`config.mk`:
```
export PLATFORM = sky130hd
export DESIGN_NAME = gpio_bank_port
export DESIGN_NICKNAME = d
export VERILOG_FILES = /design/src/rtl/gpio_bank_pkg.sv /design/src/rtl/gpio_addr_decode.sv /design/src/rtl/gpio_sync2.sv /design/src/rtl/gpio_bank_slice.sv /design/src/rtl/gpio_bank_port.sv
export SDC_FILE = /design/constraint.sdc
export NUM_CORES = 1
export LEC_CHECK = 0
export ABC_AREA = 1
export BUFFER_PORTS_ARGS = -buffer_cell sky130_fd_sc_hd__buf_2
export CORE_ASPECT_RATIO = 0.6
export CORE_MARGIN = 2
export CORE_UTILIZATION = 45
export DETAILED_ROUTE_END_ITERATION = 8
export GPL_TIMING_DRIVEN = 0
export HOLD_SLACK_MARGIN = 0.12
export MAX_ROUTING_LAYER = met4
export PLACE_DENSITY_LB_ADDON = 0.1
export SYNTH_ARGS = -nofsm -noshare
export SYNTH_HDL_FRONTEND = slang
export SYNTH_SLANG_ARGS = --single-unit
export TNS_END_PERCENT = 10
```
`constraint.sdc`:
```
create_clock -name clk -period 3.75 [get_ports clk]
set_input_delay 0.75 -clock clk [delete_from_list [all_inputs] [get_ports clk]]
set_output_delay 0.75 -clock clk [all_outputs]
set_load 0.01 [all_outputs]
```
`src/rtl/gpio_bank_pkg.sv`:
```
// Shared types for the banked GPIO port.
// Assumes the four register regions are laid out back to back, one word per bank.
package gpio_bank_pkg;
    typedef enum logic [2:0] {
        KIND_NONE,
        KIND_LEVEL,
        KIND_DIR,
        KIND_SET,
        KIND_CLR
    } reg_kind_e;

    // Word address of the first region; word 0 stays unmapped.
    localparam int unsigned FIRST_REGION_WORD = 1;
    localparam int unsigned NUM_REGIONS       = 4;
    localparam int unsigned BANK_W            = 32;
endpackage

```
`src/rtl/gpio_addr_decode.sv`:
```
// Address decoder: maps a word address onto a register kind and a bank index.
// Assumes NUM_BANKS >= 2 and that region k starts at FIRST_REGION_WORD + k*NUM_BANKS.
module gpio_addr_decode
    import gpio_bank_pkg::*;
#(
    parameter int unsigned ADDR_W     = 10,
    parameter int unsigned NUM_BANKS  = 6,
    parameter int unsigned BANK_IDX_W = $clog2(NUM_BANKS)
) (
    input  logic [ADDR_W-1:0]     addr,
    output reg_kind_e             kind,
    output logic [BANK_IDX_W-1:0] bank
);
    function automatic reg_kind_e kind_of(input int unsigned k);
        case (k)
            0:       return KIND_LEVEL;
            1:       return KIND_DIR;
            2:       return KIND_SET;
            default: return KIND_CLR;
        endcase
    endfunction

    // Find the region the address falls in and its offset within that region.
    always_comb begin
        kind = KIND_NONE;
        bank = '0;
        for (int unsigned k = 0; k < NUM_REGIONS; k++) begin
            if (int'(addr) >= int'(FIRST_REGION_WORD + k * NUM_BANKS) &&
                int'(addr) <  int'(FIRST_REGION_WORD + (k + 1) * NUM_BANKS)) begin
                kind = kind_of(k);
                bank = BANK_IDX_W'(int'(addr) - int'(FIRST_REGION_WORD + k * NUM_BANKS));
            end
        end
    end
endmodule

```
`src/rtl/gpio_sync2.sv`:
```
// Two-flop synchroniser for a vector of asynchronous pad inputs.
// Assumes each bit is independent; no multi-bit coherence is provided.
module gpio_sync2 #(
    parameter int unsigned W = 32
) (
    input  logic         clk,
    input  logic         rst_n,
    input  logic [W-1:0] d,
    output logic [W-1:0] q
);
    logic [W-1:0] stage1_q;

    // Shift the inputs through two register stages.
    always_ff @(posedge clk) begin
        if (!rst_n) begin
            stage1_q <= '0;
            q        <= '0;
        end else begin
            stage1_q <= d;
            q        <= stage1_q;
        end
    end
endmodule

```
`src/rtl/gpio_bank_slice.sv`:
```
// One 32-pin bank: direction word plus output word with set/clear masks.
// Assumes at most one of the write enables is active per cycle; if two are, set beats clear.
module gpio_bank_slice #(
    parameter int unsigned W = 32
) (
    input  logic         clk,
    input  logic         rst_n,
    input  logic         dir_we,
    input  logic         set_we,
    input  logic         clr_we,
    input  logic [W-1:0] wdata,
    output logic [W-1:0] dir_q,
    output logic [W-1:0] out_q
);
    logic [W-1:0] set_mask;
    logic [W-1:0] clr_mask;

    // Turn the write data into per-bit set and clear masks.
    always_comb begin
        set_mask = set_we ? wdata : '0;
        clr_mask = clr_we ? wdata : '0;
    end

    // Direction word: full-word replace on a direction write.
    always_ff @(posedge clk) begin
        if (!rst_n) begin
            dir_q <= '0;
        end else if (dir_we) begin
            dir_q <= wdata;
        end
    end

    // Output word: clear the masked bits, then set the masked bits.
    always_ff @(posedge clk) begin
        if (!rst_n) begin
            out_q <= '0;
        end else begin
            out_q <= (out_q & ~clr_mask) | set_mask;
        end
    end
endmodule

```
`src/rtl/gpio_bank_port.sv`:
```
// Banked GPIO port top: bus decode, per-bank registers, input sync, read mux.
// Assumes a single-beat bus; read data is registered and is zero when no read was issued.
module gpio_bank_port
    import gpio_bank_pkg::*;
#(
    parameter int unsigned ADDR_W    = 10,
    parameter int unsigned NUM_BANKS = 6,
    localparam int unsigned NUM_PINS   = NUM_BANKS * BANK_W,
    localparam int unsigned BANK_IDX_W = $clog2(NUM_BANKS)
) (
    input  logic                clk,
    input  logic                rst_n,
    input  logic [ADDR_W-1:0]   bus_addr,
    input  logic                bus_wr,
    input  logic [BANK_W-1:0]   bus_wdata,
    input  logic                bus_rd,
    output logic [BANK_W-1:0]   bus_rdata,
    input  logic [NUM_PINS-1:0] pad_in,
    output logic [NUM_PINS-1:0] pad_out,
    output logic [NUM_PINS-1:0] pad_oe
);
    reg_kind_e             acc_kind;
    logic [BANK_IDX_W-1:0] acc_bank;
    logic [NUM_PINS-1:0]   level_sync;
    logic [BANK_W-1:0]     level_words [NUM_BANKS];
    logic [BANK_W-1:0]     dir_words   [NUM_BANKS];
    logic [BANK_W-1:0]     rd_word;

    gpio_addr_decode #(
        .ADDR_W    (ADDR_W),
        .NUM_BANKS (NUM_BANKS),
        .BANK_IDX_W(BANK_IDX_W)
    ) decode_i (
        .addr(bus_addr),
        .kind(acc_kind),
        .bank(acc_bank)
    );

    gpio_sync2 #(
        .W(NUM_PINS)
    ) sync_i (
        .clk  (clk),
        .rst_n(rst_n),
        .d    (pad_in),
        .q    (level_sync)
    );

    for (genvar b = 0; b < NUM_BANKS; b++) begin : g_bank
        logic hit;
        logic [BANK_W-1:0] out_word;

        assign hit = bus_wr && (acc_bank == BANK_IDX_W'(b));

        gpio_bank_slice #(
            .W(BANK_W)
        ) slice_i (
            .clk   (clk),
            .rst_n (rst_n),
            .dir_we(hit && (acc_kind == KIND_DIR)),
            .set_we(hit && (acc_kind == KIND_SET)),
            .clr_we(hit && (acc_kind == KIND_CLR)),
            .wdata (bus_wdata),
            .dir_q (dir_words[b]),
            .out_q (out_word)
        );

        assign level_words[b]               = level_sync[b*BANK_W +: BANK_W];
        assign pad_out[b*BANK_W +: BANK_W]  = out_word;
        assign pad_oe[b*BANK_W +: BANK_W]   = dir_words[b];
    end

    // Select the word a read returns; write-only and unmapped words give zero.
    always_comb begin
        rd_word = '0;
        case (acc_kind)
            KIND_LEVEL: rd_word = level_words[acc_bank];
            KIND_DIR:   rd_word = dir_words[acc_bank];
            default:    rd_word = '0;
        endcase
    end

    // Register the read data for one cycle; it is zero when no read was issued.
    always_ff @(posedge clk) begin
        if (!rst_n) begin
            bus_rdata <= '0;
        end else begin
            bus_rdata <= bus_rd ? rd_word : '0;
        end
    end
endmodule

```
==> summary.md <==
| Metric | Value |
|---|---|
| Worst R2R Start | sync_i.q[72] |
| # clock sinks | 800 |
| Wire per inst | 21.9 µm |
| Min Hold Slack | 0.295 ns |
| CP Launch Point | bus_addr[0] |
| Top_reg_cell synth | dfxtp_1 |
| CP startpoint kind | input port |
| Core ar. | 68,000 µm² |
| CP max stage delay | 0.80 ns |
| Fmax | 0.272 GHz |
| Synth Area in Compound Gates | 0.129 |
| Reg2Reg Setup Slack | 2.23 ns |
| Worst-Margin Slew | 1.22 ns |
| Most frequent cells in the layout | nand2_1, dfxtp_1, inv_1, buf_2, a21oi_1 |
| Synth Area in XOR/XNOR | 0.000284 |
| Commonest non-fill, non-tap cell in the layout | nand2_1 |
| Largest net degree at the start of global routing | 17 |
| Worst path cell trace | buf_2 -> inv_1 -> ha_1 -> nand2_1 -> nand3_1 -> nand2_2 -> nand3_1 -> clkbuf_1 -> clkbuf_1 -> nand4_1 -> nand3_1 -> nand3_1 -> nand3_1 -> a21oi_1 |
| Fin nets | 5,156 |
| Row count | 74 |
| Tcrit/Tclk final | 0.979 |
| Via count | 31.0k |
| Min-delay src | pad_in[101] |
| CP Capture Type | flop |
| Yosys reg bits | 800 |
| Largest family of logic cells by synthesized area | simple AND/OR/NAND/NOR gates |
| Worst-path clk slew | 0.07 ns |
| Mux contribution to synthesized area | 0 |
| Crit-path slowest cell | clkbuf_1 |
| Gr ovfl total | 0 |
| CTS tree | done |
| Htree depth | 3 |
| Share of cells above drive strength 1 | 0.178 |
| Worst vdd ir | 0.316 mV |
| Routability-driven placement congestion ratio | 1.05 |
| Hold Buf Count CTS | 0 |
| Critical R2R Capture | bus_rdata[8] |
| Ys async rst share | 0 |
| CTS Root Cell | clkbuf_16 |
| Routed WL | 129,000 µm |
| First-pass GRT wire length | 182,000 µm |
| Mapped Area | 30,800 µm² |
| Status | finished clean |
| Final hold violations | 0 |
| Worst skew pair latency | 0.64 ns |
| Residual DRC count | 0 |
| Clock Skew | 0.0165 ns |
| Final Cell Area | 38,000 µm² |
| Max Cap Viol | 0 |
| Initial DRT Pass Iterations | 5 |
| Area Growth Syn to Fin | 23.2% |
| Ports | 654 |
| Crit path top cell by count | nand3_1 |
| Post-synthesis adder-cell area fraction | 0.00122 |
| Crit path required time | 4.23 ns |
| Seq/Total Area, Yosys | 0.519 |
| 1st-iter DRT viols | 3,668 |
| TritonCTS buffer count | 75 |
| Reg2Reg Depth | 6 |
| Die area | 70,700 µm² |
| Dpl cell area | 35,200 µm² |
| Die Wd | 342 µm |
| Vias in the first global route | 27.8k |
| Post-synth EDFFs | 0 |
| Syn nets | 4,428 |
| Hpwl dp | 103,000 µm |
| # port buffers | 651 |
| Max-slew headroom | 0.188 |
| Synth cell types | 32 |
| Synth Area in Simple Gates | 0.216 |
| CP max FO | 10 |
| Die height | 207 µm |
| Clock Path Buffers | 3 |
| Setup violations, final | 0 |
| Crit path to | bus_rdata[8] |
| Buf+Inv Stages, Crit Path | 4 |
| GRT Overall Usage | 0.363 |
| YS warnings | 0 |
| Synthesized area per cell | 7.37 µm² |
| Initial cell density of the core | 0.454 |
| Crit Path Category | in -> reg |
| Pwr dens | 480 nW/µm² |
| CP Depth | 14 |
| Initial antenna violation count | 5 |
| Min Tclk post-route | 3.67 ns |
| Hold/Removal Path Class | in -> reg |
| Synth Instances | 4,187 |
| Top Family by Delay on Critical Path | simple AND/OR/NAND/NOR gates |
| Post-route antenna net violation count | 0 |
| Pins Over Slew Limit | 0 |
| Unrepaired setup endpoints after global routing | false |
| Worst EP arrival | 4.15 ns |
| Vias per inst | 5.27 |
| Leakage | 19.0 nW |
==> synth_stat cells (all sizes together), types with 3 or more instances <==
| cell type | instances | share of area |
|---|---|---|
| nor4 | 3 | 0.0018 |
| buf | 90 | 0.016 |
| a21oi | 415 | 0.067 |
| nor2 | 33 | 0.0054 |
| inv | 754 | 0.092 |
| dfxtp | 800 | 0.52 |
| nand4 | 135 | 0.028 |
| o21ai | 364 | 0.059 |
| clkbuf | 221 | 0.027 |
| o211ai | 11 | 0.0027 |
| nand2 | 1058 | 0.13 |
| nand3 | 295 | 0.050 |
| ha | 3 | 0.0012 |
==> cells by family (layout without fill, tap and decap cells) <==
family          Yosys count  count (layout)
compound gates          790             790
simple gates           1528            1528
buf+inv                1065            1854
xor+xnor                  1               1
flops                   800             800
fa+ha+maj                 3               3
other cells               0               3
==> what timing repair did <==
action                     in CTS  in global routing
setup endpoints to repair       0                  6
gates resized for setup         0                  6
buffers inserted                0                  0
==> worst min-delay path by stage <==
stage	cells past startpoint	to
4_1_cts	3	sync_i.stage1_q[102]
5_1_grt	3	sync_i.stage1_q[11]
6_report	3	sync_i.stage1_q[101]
3_5_place_dp	2	sync_i.q[166]
2_1_floorplan	2	sync_i.q[0]
3_3_place_gp	2	sync_i.q[148]
==> sequential cells by signal, summed over array words and instances (netlist names) <==
signal / cells
g_bank.slice_i.dir_q: 192
g_bank.slice_i.out_q: 192
sync_i.q: 192
sync_i.stage1_q: 192
bus_rdata: 32
==> where the power goes <==
part	internal [mW]	switching [mW]
Combinational	0.281	0.685
Clock	5.09	3.45
Sequential	8.69	0.0592
==> area by class of cell <==
| cell class | count | area, µm² |
|---|---|---|
| Buffer | 311 | 1320 |
| Inverter | 754 | 2830 |
| Sequential cell | 800 | 16000 |
| Clock buffer | 104 | 2200 |
| Multi-Input combinational cell | 2322 | 10700 |
| Antenna cell | 3 | 7.51 |
| Fill cell | 6933 | 30000 |
| Timing Repair Buffer | 651 | 3260 |
| Clock inverter | 34 | 547 |
| Tap cell | 912 | 1140 |
==> worst register-to-register path, stage by stage (launching register included) <==
cell and delay (ns):
dfxtp_1 0.31, inv_1 0.04, nand4_1 0.08, nand3_1 0.35
nand3_1 0.35, nand3_1 0.10, a21oi_1 0.20
==> stage by stage <==
stage | util | instances | total power, mW | worst slack [ns] | setup TNS, ns
CTS | 0.559 | 5888 | 18.3 | 0.231 | 0
detailed placement | 0.519 | 5750 | 9.88 | -0.416 | -7.41
finish | 0.559 | 5891 | 18.3 | 0.0790 | 0
global route | 0.559 | 5890 | 18.8 | 0.0149 | 0
global placement | 0.519 | 5750 | 9.87 | -0.408 | -7.44
floorplan | - | 4187 | 9.42 | 1.06 | 0
==> layer usage <==
| metal | global-route usage | wire (µm) | vias to the layer above |
|---|---|---|---|
| li1 | - | - | 14516 |
| met1 | 0.528 | 59400 | 14814 |
| met2 | 0.477 | 49900 | 1518 |
| met3 | 0.115 | 16400 | 183 |
| met4 | 0.0877 | 3370 | 0 |
| met5 | - | 0 | - |
Note: power is estimated with default switching activity, not from simulation.
